File: src/rtl/mbus_pkg.sv
package mbus_pkg;

    typedef enum logic [1:0] {
        ST_IDLE,
        ST_WAIT,
        ST_ACCESS,
        ST_READY
    } bus_state_t;

    localparam logic [15:0] OFS_CFG      = 16'h0000;
    localparam logic [15:0] OFS_IRQ      = 16'h0002;
    localparam logic [15:0] OFS_GPIO     = 16'h0040;
    localparam logic [15:0] OFS_SCR_BASE = 16'h0080;

    localparam int CFG_LE_BIT   = 0;
    localparam int CFG_SRST_BIT = 1;
    localparam int CFG_IEN_BIT  = 2;

    function automatic logic [15:0] swap_bytes(input logic [15:0] w);
        return {w[7:0], w[15:8]};
    endfunction

endpackage

File: src/rtl/mbus_bus_fsm.sv
module mbus_bus_fsm
    import mbus_pkg::*;
#(
    parameter int RDY_DELAY = 2
) (
    input  logic       clk,
    input  logic       rst_n,
    input  logic       cs_n,
    output bus_state_t state,
    output logic       access_stb,
    output logic       rdy_n
);

    localparam int CW = (RDY_DELAY > 1) ? $clog2(RDY_DELAY + 1) : 1;
    localparam logic [CW-1:0] CNT_LAST = CW'(RDY_DELAY - 1);

    bus_state_t    state_nx;
    logic [CW-1:0] wait_cnt;

    // state register and wait counter
    always_ff @(posedge clk or negedge rst_n) begin
        if (!rst_n) begin
            state    <= ST_IDLE;
            wait_cnt <= '0;
        end else begin
            state <= state_nx;
            if (state == ST_WAIT)
                wait_cnt <= wait_cnt + 1'b1;
            else
                wait_cnt <= '0;
        end
    end

    // next-state logic
    always_comb begin
        state_nx = state;
        unique case (state)
            ST_IDLE:   if (!cs_n) state_nx = ST_WAIT;
            ST_WAIT: begin
                if (cs_n)
                    state_nx = ST_IDLE;
                else if (wait_cnt == CNT_LAST)
                    state_nx = ST_ACCESS;
            end
            ST_ACCESS: state_nx = ST_READY;
            ST_READY:  if (cs_n) state_nx = ST_IDLE;
            default:   state_nx = ST_IDLE;
        endcase
    end

    // outputs
    always_comb begin
        access_stb = (state == ST_ACCESS);
        rdy_n      = (state != ST_READY);
    end

endmodule

File: src/rtl/mbus_srst_seq.sv
module mbus_srst_seq #(
    parameter int SRST_CYCLES = 64
) (
    input  logic clk,
    input  logic rst_n,
    input  logic start,
    output logic busy
);

    localparam int CW = $clog2(SRST_CYCLES + 1);
    localparam logic [CW-1:0] CNT_LOAD = CW'(SRST_CYCLES);

    logic [CW-1:0] remain;

    always_ff @(posedge clk or negedge rst_n) begin
        if (!rst_n)
            remain <= '0;
        else if (start && remain == '0)
            remain <= CNT_LOAD;
        else if (remain != '0)
            remain <= remain - 1'b1;
    end

    assign busy = (remain != '0);

endmodule

File: src/rtl/mbus_regfile.sv
module mbus_regfile
    import mbus_pkg::*;
#(
    parameter int N_SCRATCH = 8
) (
    input  logic        clk,
    input  logic        rst_n,
    input  logic        wr_en,
    input  logic [15:0] addr,
    input  logic [15:0] wdata,
    input  logic [1:0]  gp_in,
    input  logic        srst_busy,
    output logic        srst_start,
    output logic [15:0] rdata,
    output logic        le,
    output logic        irq_od_en,
    output logic        gp_out
);

    localparam int SCR_W = (N_SCRATCH > 1) ? $clog2(N_SCRATCH) : 1;
    localparam logic [15:0] SCR_END = OFS_SCR_BASE + 16'(2 * N_SCRATCH);

    logic                    ien_q;
    logic                    pend_q;
    logic [1:0]              gp_s1, gp_s2, gp_prev;
    logic                    gp_rise;
    logic                    wr_ok;
    logic                    clr_all;
    logic                    scr_hit;
    logic [15:0]             scr_off;
    logic [SCR_W-1:0]        scr_idx;
    logic [16*N_SCRATCH-1:0] scr_flat;
    logic                    unused_scr_off;

    assign wr_ok      = wr_en && !srst_busy;
    assign srst_start = wr_ok && (addr == OFS_CFG) && wdata[CFG_SRST_BIT];
    assign clr_all    = srst_busy || srst_start;

    assign scr_hit = (addr >= OFS_SCR_BASE) && (addr < SCR_END);
    assign scr_off = addr - OFS_SCR_BASE;
    assign scr_idx = scr_off[SCR_W:1];
    assign unused_scr_off = ^{scr_off[15:SCR_W+1], scr_off[0]};

    // input synchronisers and edge history
    always_ff @(posedge clk or negedge rst_n) begin
        if (!rst_n) begin
            gp_s1   <= '0;
            gp_s2   <= '0;
            gp_prev <= '0;
        end else begin
            gp_s1   <= gp_in;
            gp_s2   <= gp_s1;
            gp_prev <= gp_s2;
        end
    end

    assign gp_rise = |(gp_s2 & ~gp_prev);

    // configuration, output and interrupt state
    always_ff @(posedge clk or negedge rst_n) begin
        if (!rst_n) begin
            le     <= 1'b0;
            ien_q  <= 1'b0;
            gp_out <= 1'b0;
            pend_q <= 1'b0;
        end else if (clr_all) begin
            le     <= 1'b0;
            ien_q  <= 1'b0;
            gp_out <= 1'b0;
            pend_q <= 1'b0;
        end else begin
            if (wr_ok && addr == OFS_CFG) begin
                le    <= wdata[CFG_LE_BIT];
                ien_q <= wdata[CFG_IEN_BIT];
            end
            if (wr_ok && addr == OFS_GPIO)
                gp_out <= wdata[2];
            if (gp_rise)
                pend_q <= 1'b1;
            else if (wr_ok && addr == OFS_IRQ && wdata[0])
                pend_q <= 1'b0;
        end
    end

    // scratch words
    for (genvar i = 0; i < N_SCRATCH; i++) begin : g_scr
        logic [15:0] word_q;
        always_ff @(posedge clk or negedge rst_n) begin
            if (!rst_n)
                word_q <= '0;
            else if (clr_all)
                word_q <= '0;
            else if (wr_ok && scr_hit && scr_idx == SCR_W'(i))
                word_q <= wdata;
        end
        assign scr_flat[16*i +: 16] = word_q;
    end

    // read multiplexer
    always_comb begin
        rdata = '0;
        if (addr == OFS_CFG)
            rdata = {13'b0, ien_q, srst_busy, le};
        else if (addr == OFS_IRQ)
            rdata = {15'b0, pend_q};
        else if (addr == OFS_GPIO)
            rdata = {13'b0, gp_out, gp_s2};
        else if (scr_hit)
            rdata = scr_flat[16*scr_idx +: 16];
    end

    assign irq_od_en = pend_q && ien_q;

endmodule

File: src/rtl/mbus_slave.sv
module mbus_slave
    import mbus_pkg::*;
#(
    parameter int RDY_DELAY   = 2,
    parameter int N_SCRATCH   = 8,
    parameter int SRST_CYCLES = 64
) (
    input  logic        clk,
    input  logic        rst_n,
    input  logic        ale,
    input  logic        cs_n,
    input  logic        wr_rd,
    input  logic        a1,
    input  logic [15:0] ad_in,
    output logic [15:0] ad_out,
    output logic        ad_oe,
    output logic        rdy_n,
    output logic        irq_od_en,
    input  logic [1:0]  gp_in,
    output logic        gp_out
);

    bus_state_t  state;
    logic        access_stb;
    logic [13:0] addr_hi;
    logic [15:0] acc_addr;
    logic [15:0] wdata_int;
    logic [15:0] rdata_int;
    logic [15:0] rd_q;
    logic        is_read_q;
    logic        le;
    logic        wr_en;
    logic        srst_start;
    logic        srst_busy;
    logic        unused_addr_lsb;

    mbus_bus_fsm #(.RDY_DELAY(RDY_DELAY)) u_fsm (
        .clk        (clk),
        .rst_n      (rst_n),
        .cs_n       (cs_n),
        .state      (state),
        .access_stb (access_stb),
        .rdy_n      (rdy_n)
    );

    mbus_srst_seq #(.SRST_CYCLES(SRST_CYCLES)) u_srst (
        .clk   (clk),
        .rst_n (rst_n),
        .start (srst_start),
        .busy  (srst_busy)
    );

    mbus_regfile #(.N_SCRATCH(N_SCRATCH)) u_regs (
        .clk        (clk),
        .rst_n      (rst_n),
        .wr_en      (wr_en),
        .addr       (acc_addr),
        .wdata      (wdata_int),
        .gp_in      (gp_in),
        .srst_busy  (srst_busy),
        .srst_start (srst_start),
        .rdata      (rdata_int),
        .le         (le),
        .irq_od_en  (irq_od_en),
        .gp_out     (gp_out)
    );

    // address phase capture
    always_ff @(posedge clk or negedge rst_n) begin
        if (!rst_n)
            addr_hi <= '0;
        else if (ale)
            addr_hi <= ad_in[15:2];
    end

    assign unused_addr_lsb = ^ad_in[1:0];
    assign acc_addr  = {addr_hi, a1, 1'b0};
    assign wdata_int = le ? swap_bytes(ad_in) : ad_in;
    assign wr_en     = access_stb && wr_rd;

    // read data capture at the access
    always_ff @(posedge clk or negedge rst_n) begin
        if (!rst_n) begin
            rd_q      <= '0;
            is_read_q <= 1'b0;
        end else if (access_stb) begin
            is_read_q <= !wr_rd;
            if (!wr_rd)
                rd_q <= le ? swap_bytes(rdata_int) : rdata_int;
        end
    end

    assign ad_out = rd_q;
    assign ad_oe  = (state == ST_READY) && is_read_q && !cs_n;

endmodule

File: config.mk
export PLATFORM = sky130hd
export DESIGN_NAME = mbus_slave
export DESIGN_NICKNAME = d
export VERILOG_FILES = /design/src/rtl/mbus_pkg.sv /design/src/rtl/mbus_bus_fsm.sv /design/src/rtl/mbus_srst_seq.sv /design/src/rtl/mbus_regfile.sv /design/src/rtl/mbus_slave.sv
export SDC_FILE = /design/constraint.sdc
export NUM_CORES = 1
export LEC_CHECK = 0
export BUFFER_PORTS_ARGS = -buffer_cell sky130_fd_sc_hd__buf_2
export CAP_MARGIN = 20
export CORE_UTILIZATION = 55
export DETAILED_ROUTE_END_ITERATION = 7
export PLACE_DENSITY_LB_ADDON = 0.12
export SLEW_MARGIN = 20
export SYNTH_ARGS = -nofsm -noshare
export SYNTH_HDL_FRONTEND = slang
export SYNTH_SLANG_ARGS = --single-unit
export TNS_END_PERCENT = 1
File: constraint.sdc
create_clock -name clk -period 5 [get_ports clk]
set_clock_uncertainty 0.15 [all_clocks]
set_input_delay 1.25 -clock clk [delete_from_list [all_inputs] [get_ports clk]]
set_output_delay 1.25 -clock clk [all_outputs]
set_load 0.1 [all_outputs]
==> results of run 1 <==
## Yosys cell counts, types with 5 or more instances
library cell	count
buf_2	24
a21oi_1	26
a211oi_1	108
nand3_1	11
inv_1	8
nand2b_1	21
mux4_2	42
nor2_1	126
dfrtp_1	180
mux2_2	13
or3_1	6
mux2i_1	26
clkbuf_1	29
nor3_1	5
o21ai_0	9
nand2_1	60
buf_1	13
## flip-flops by register name, indices dropped and copies added (netlist names), named ones only
signal               flops
ad_out                  16
addr_hi                 14
is_read_q                1
u_fsm.state              1
u_fsm.wait_cnt           2
u_regs.g_scr.word_q    128
u_regs.gp_out            1
u_regs.gp_prev           2
u_regs.gp_s1             2
u_regs.gp_s2             2
u_regs.ien_q             1
u_regs.le                1
u_regs.pend_q            1
u_srst.remain            7
## cells in the final DEF, fill, tap and decap left out, types with 4 or more instances in the layout
cell / n
dfrtp_1: 180
nor2_1: 125
a211oi_1: 108
nand2_1: 60
mux4_2: 42
buf_2: 42
mux2i_1: 26
a21oi_1: 26
nand2b_1: 20
clkbuf_16: 17
buf_4: 17
mux2_2: 13
nand3_1: 11
o21ai_0: 9
inv_1: 8
clkbuf_8: 8
or3_1: 6
nor3_1: 5
nor4_1: 4
nor4_4: 4
## kinds of logic after synthesis
logic type	share of synthesized area
simple gates	0.146
xor+xnor	0.00408
flops	0.524
buf+inv	0.0384
compound gates	0.126
mux	0.157
fa+ha+maj	0.00437
## per-layer routing
metal / wire [um] / up-vias
met5: 0 / -
met4: 412 / 0
met3: 1120 / 32
met2: 9860 / 196
met1: 8980 / 3083
li1: - / 2799
## worst register-to-register path, stage by stage (launching register included)
cell     delay [ns]
dfrtp_1        0.39
inv_1          0.12
ha_1           0.20
or3b_2         0.52
or3_1          0.64
or4_4          0.76
and2_4         0.21
o21a_1         0.17
## metrics by stage
stage | instance area [um2] | hold slack, ns
after floorplan | 8600 | 0.181
after global placement | 8940 | 0.192
after detailed placement | 8940 | 0.192
after CTS | 9580 | 0.209
after global routing | 9600 | 0.222
final | 9600 | 0.203
## area by class of cell
class,count,area [um2],area share
timing repair buffer,63,407,0.0424
tap,188,235,0.0245
clock buffer,25,526,0.0548
inverter,8,30.0,0.00313
sequential,180,4500,0.469
multi-input combinational,506,3780,0.394
clock inverter,6,115,0.0120
## worst min-delay path by stage
stage | from | endpoint | slack, ns | cells past startpoint
2_1_floorplan | u_regs.gp_s1[0] | u_regs.gp_s2[0] | 0.18 | 0
3_3_place_gp | u_regs.gp_s1[1] | u_regs.gp_s2[1] | 0.19 | 0
3_5_place_dp | u_regs.gp_s1[1] | u_regs.gp_s2[1] | 0.19 | 0
4_1_cts | u_regs.gp_s1[1] | u_regs.gp_s2[1] | 0.21 | 0
5_1_grt | u_regs.gp_s1[1] | u_regs.gp_s2[1] | 0.22 | 0
6_report | u_regs.gp_s1[1] | u_regs.gp_s2[1] | 0.20 | 0
## where the power goes
group          leakage, nW  switching [W]  internal [W]
sequential            2.45      0.0000413       0.00150
clock                0.312       0.000551      0.000879
combinational         1.15       0.000263     0.0000879
total                 3.92       0.000855       0.00247
==> impl_metrics.toml, run 1 <==
[run_status]
outcome = "finished, final reports clean"

[critical_path]
endpoint = "ad_oe"
rr_endpoint = "u_regs.g_scr[3].word_q[1]"
worstSetupPathType = "input pin to output pin"
worstPathArrival_ns = 1.98
start_kind = "input pin"
cp-end-kind = "output pin"
cp_cell_sequence = "buf_2, nor3b_1, buf_2"
crit_buf_inv = 2
crit_start = "cs_n"
crit_path_frequent_cell = "buf_2"
r2r_cells = 7
crit_path_max_incr_delay_ns = 0.45
crit_cells = 3
reg2reg_slack_ns = 1.72
r2r-start = "u_srst.remain[0]"
cp_slowest_cell = "buf_2"
path_delay_family = "buffers and inverters"
cp_max_fo = 4
crit_required_ns = 3.60

[routing]
wl_um = 20400
via_count = 6110
post-route-drc-count = 0
drtPass1Iterations = 5
avgRoutedWirePerCell_um = 20.9
viasPerCell = 6.26
ant_nets = 0
drtIter0Drc = 573

[global_route]
first_global_vias = 6013
met2_usage = 0.428
antenna_found_initial = 0
grt-busiest-layer = "met2"
grt_pass1_wl_um = 33200
use_met1 = 0.396
met3_usage = 0.0369
grt_overflow = 0
grt_max_degree = 123
grt_use_total = 0.274

[clock_tree]
cts_made_buffers = 17
htreeDepth = 4
postCtsHoldBufs = 0
tritoncts = "done"
cts_resized = 0
postCtsSetupRepairBufs = 0
clk_pin_slew_ns = 0.06
clk-insertion-delay-late_ns = 0.43
cts-root-buf = "clkbuf_16"
cts_buffer_depth = 2
clock_sinks = 180

[synth]
ys_async_sr_fraction = 1.00
synth_edf_count = 0
synth_cell_type_count = 43
ys_seq_area_frac = 0.524
netlist_area_um2 = 8600
synth_cells = 762
synth_top_area_share = 0.524
synthFlopType = "dfrtp_1"
ys.warnings.count = 0
synth_seq_cells = 180
ys_top_cells_by_area = "dfrtp_1, mux4_2, a211oi_1"
yosysTopAreaCell = "dfrtp_1"
avgSynthCellArea_um2 = 11.3
synth_nets = 789

[place]
place_ws_ns = 1.47
gp_congestion = 0.822
io_buffers = 43
placedCellCount = 944
dp_hpwl_um = 13100

[layout]
final_nets = 803
finalNonFillerCells = 976
antennaDiodeCount = 0
drive_above_1_share = 0.206
synthToLayoutAreaGrowth_pct = 11.6
utilization = 0.631
fillers = 1208

[timing]
worst_slew_pin_slew_ns = 0.996
slew_viol_final = 0
relSlewSlack = 0.317
min_period_ns = 3.38
post-route-period-util = 0.675
setup_viol = 0
setup_ws_ns = 1.62
fin_setup_tns_ns = 0
rsz0062_at_grt = "false"
fmax_ghz = 0.296
hold_viol = 0

[die]
die_width_um = 127
start_util = 0.566
placementRows = 45
die_height_um = 127
num_io_pins = 44
dieArea_um2 = 16100
fp.coreArea_um2 = 15200

[run]
maxCapViolCount = 0

[pwr]
power_w = 0.00332
ir_worst_vdd_uv = 275
power_density_nw_per_um2 = 346
leakagePower_nw = 3.92

[worst_hold_path]
hold_path_class = "flip-flop to flip-flop"
Power figures use the tool's default switching activity.
==> inputs of run 2 (changes only) <==
--- a/config.mk
+++ b/config.mk
@@ -5,6 +5,7 @@
 export SDC_FILE = /design/constraint.sdc
 export NUM_CORES = 1
 export LEC_CHECK = 0
+export ABC_AREA = 1
 export BUFFER_PORTS_ARGS = -buffer_cell sky130_fd_sc_hd__buf_2
 export CAP_MARGIN = 20
 export CORE_UTILIZATION = 55
==> constraint.sdc (replaced) <==
create_clock -name clk -period 3.4 [get_ports clk]
set_clock_uncertainty 0.15 [all_clocks]
set_input_delay 0.85 -clock clk [delete_from_list [all_inputs] [get_ports clk]]
set_output_delay 0.85 -clock clk [all_outputs]
set_load 0.1 [all_outputs]
==> run 2 against run 1 <==
Effect of this change: hold slack improved by 0.00072 ns; highest routed layer is now met5; critical path type is now flip-flop to flip-flop; clock power rose by 62%; register-to-register slack got worse by 1.2 ns.
==> impl_metrics.toml, run 2 <==
[synth]
synth_nets = 1247
synth_top_cells_by_count = "nand2_1, dfrtp_1, nand3_1"
ys_async_sr_fraction = 1.00
synth_top_area_share = 0.491
synth_cell_type_count = 36
synth_cells = 1220
ys.warnings.count = 0
avgSynthCellArea_um2 = 7.52
ys_top_cells_by_area = "dfrtp_1, nand2_1, nand3_1"
netlist_area_um2 = 9180
yosysTopAreaCell = "dfrtp_1"
synth_seq_cells = 180
synth_edf_count = 0
yosysMostFrequentCell = "nand2_1"
synthFlopType = "dfrtp_1"
ys_seq_area_frac = 0.491

[pwr]
power_density_nw_per_um2 = 520
ir_worst_vdd_uv = 424
leakagePower_nw = 5.81
power_w = 0.00537

[routing]
avgRoutedWirePerCell_um = 17.1
viasPerCell = 5.45
drtIter0Drc = 823
post-route-drc-count = 0
drtPass1Iterations = 5
wl_um = 25400
ant_nets = 0
via_count = 8090

[critical_path]
cp_max_fo = 16
r2r_cells = 7
crit_path_frequent_cell = "nand2_1"
cp_slowest_cell = "dfrtp_1"
cp-end-kind = "flip-flop"
start_kind = "flip-flop"
worstPathArrival_ns = 3.06
cp_cell_sequence = "inv_1, nand2_1, buf_12, nor3_4, nor2_2, nand2_1, nand2_1"
reg2reg_slack_ns = 0.56
r2r-start = "addr_hi[0]"
crit_path_max_incr_delay_ns = 0.71
rr_endpoint = "u_regs.g_scr[4].word_q[7]"
worstSetupPathType = "flip-flop to flip-flop"
crit_required_ns = 3.63

[layout]
final_common_cell = "nand2_1"
drive_above_1_share = 0.121
final_nets = 1282
finalNonFillerCells = 1484
layout_common_cells = "nand2_1, dfrtp_1, nand3_1, nor2_1, inv_1"
antennaDiodeCount = 0
largest_reg_flops = 128
synthToLayoutAreaGrowth_pct = 12.5
regMostFlops = "u_regs.g_scr.word_q"
fillers = 1449

[timing]
worst_slew_pin_slew_ns = 0.935
slew_viol_final = 0
fmax_ghz = 0.352
fin_setup_tns_ns = 0
post-route-period-util = 0.835
relSlewSlack = 0.373
min_period_ns = 2.84
rsz0062_at_grt = "false"
setup_viol = 0
hold_viol = 0

[clock_tree]
clock_sinks = 180
postCtsSetupRepairBufs = 0
cts_buffer_depth = 2
cts_made_buffers = 17
tritoncts = "done"
cts-root-buf = "clkbuf_16"
clk-insertion-delay-late_ns = 0.43
cts_resized = 0
htreeDepth = 4
clk_pin_slew_ns = 0.07
postCtsHoldBufs = 0

[worst_hold_path]
min_to = "u_regs.gp_s2[1]"
hold_path_class = "flip-flop to flip-flop"
min_from = "u_regs.gp_s1[1]"
whs_path_depth = 0

[global_route]
grt_pass1_wl_um = 41900
grt_overflow = 0
grt_max_degree = 59
first_global_vias = 7788
grt_use_total = 0.313
antenna_found_initial = 1

[die]
placementRows = 46
start_util = 0.570
num_io_pins = 44
fp.coreArea_um2 = 16100
dieArea_um2 = 17200
die_width_um = 131
die_height_um = 131

[place]
io_buffers = 43
dp_hpwl_um = 17000
gp_congestion = 0.837
placedCellCount = 1452

[run]
maxCapViolCount = 0

[run_status]
outcome = "finished, final reports clean"
==> run 2: kinds of logic after synthesis <==
family,Yosys count,share of synthesized area
XOR/XNOR,4,0.00382
flip-flops,180,0.491
adder cells (fa/ha/maj),3,0.00409
buffers and inverters,159,0.0767
AND/OR/NAND/NOR,780,0.369
multiplexers,3,0.00368
AO/OA/AOI/OAI,91,0.0515
==> run 2: per-stage QoR <==
step	hold WS [ns]	instance area, um2	worst slack (ns)	utilization
6_report	0.204	10300	0.561	0.641
5_1_grt	0.217	10300	0.362	0.641
4_1_cts	0.211	10300	0.614	0.641
3_5_place_dp	0.194	9650	0.337	0.599
3_3_place_gp	0.184	9650	0.425	0.599
2_1_floorplan	0.181	9190	0.359	-
==> run 2: worst max-delay path by stage <==
stage	endpoint	start	cells after the start
finish	u_regs.g_scr[4].word_q[7]	addr_hi[0]	7
floorplan	ad_oe	u_fsm.state[0]	2
global placement	u_regs.g_scr[4].word_q[14]	a1	12
CTS	u_regs.g_scr[4].word_q[7]	addr_hi[0]	7
detailed placement	u_regs.g_scr[4].word_q[7]	a1	12
global route	u_regs.g_scr[4].word_q[3]	addr_hi[0]	7
==> run 2: cell type report <==
| cell class | instances | area, um2 | area share |
|---|---|---|---|
| flip-flops and latches | 180 | 4500 | 0.436 |
| multi-input cells | 881 | 3980 | 0.385 |
| repair buffers | 76 | 519 | 0.0503 |
| clock buffers | 19 | 443 | 0.0429 |
| inverters | 99 | 372 | 0.0360 |
| well taps | 216 | 270 | 0.0262 |
| clock inverters | 13 | 240 | 0.0233 |
==> run 2: metal layers <==
layer / global-route usage / wire length, um / vias to the layer above
met1: 0.444 / 11500 / 3864
met5: 0 / 10 / -
met4: 0.101 / 473 / 2
met2: 0.488 / 11800 / 304
li1: - / - / 3881
met3: 0.0556 / 1690 / 39
==> run 2: power by group <==
group	internal, W	switching, W
Clock	0.00142	0.000903
Sequential	0.00221	0.0000489
Combinational	0.000165	0.000622
Total	0.00380	0.00157
==> run 2: worst max-delay path: cells and delay by family, from the launching register on <==
family,cells,cell delay [ns]
buf+inv,2,0.52
flops,1,0.71
simple gates,5,1.38
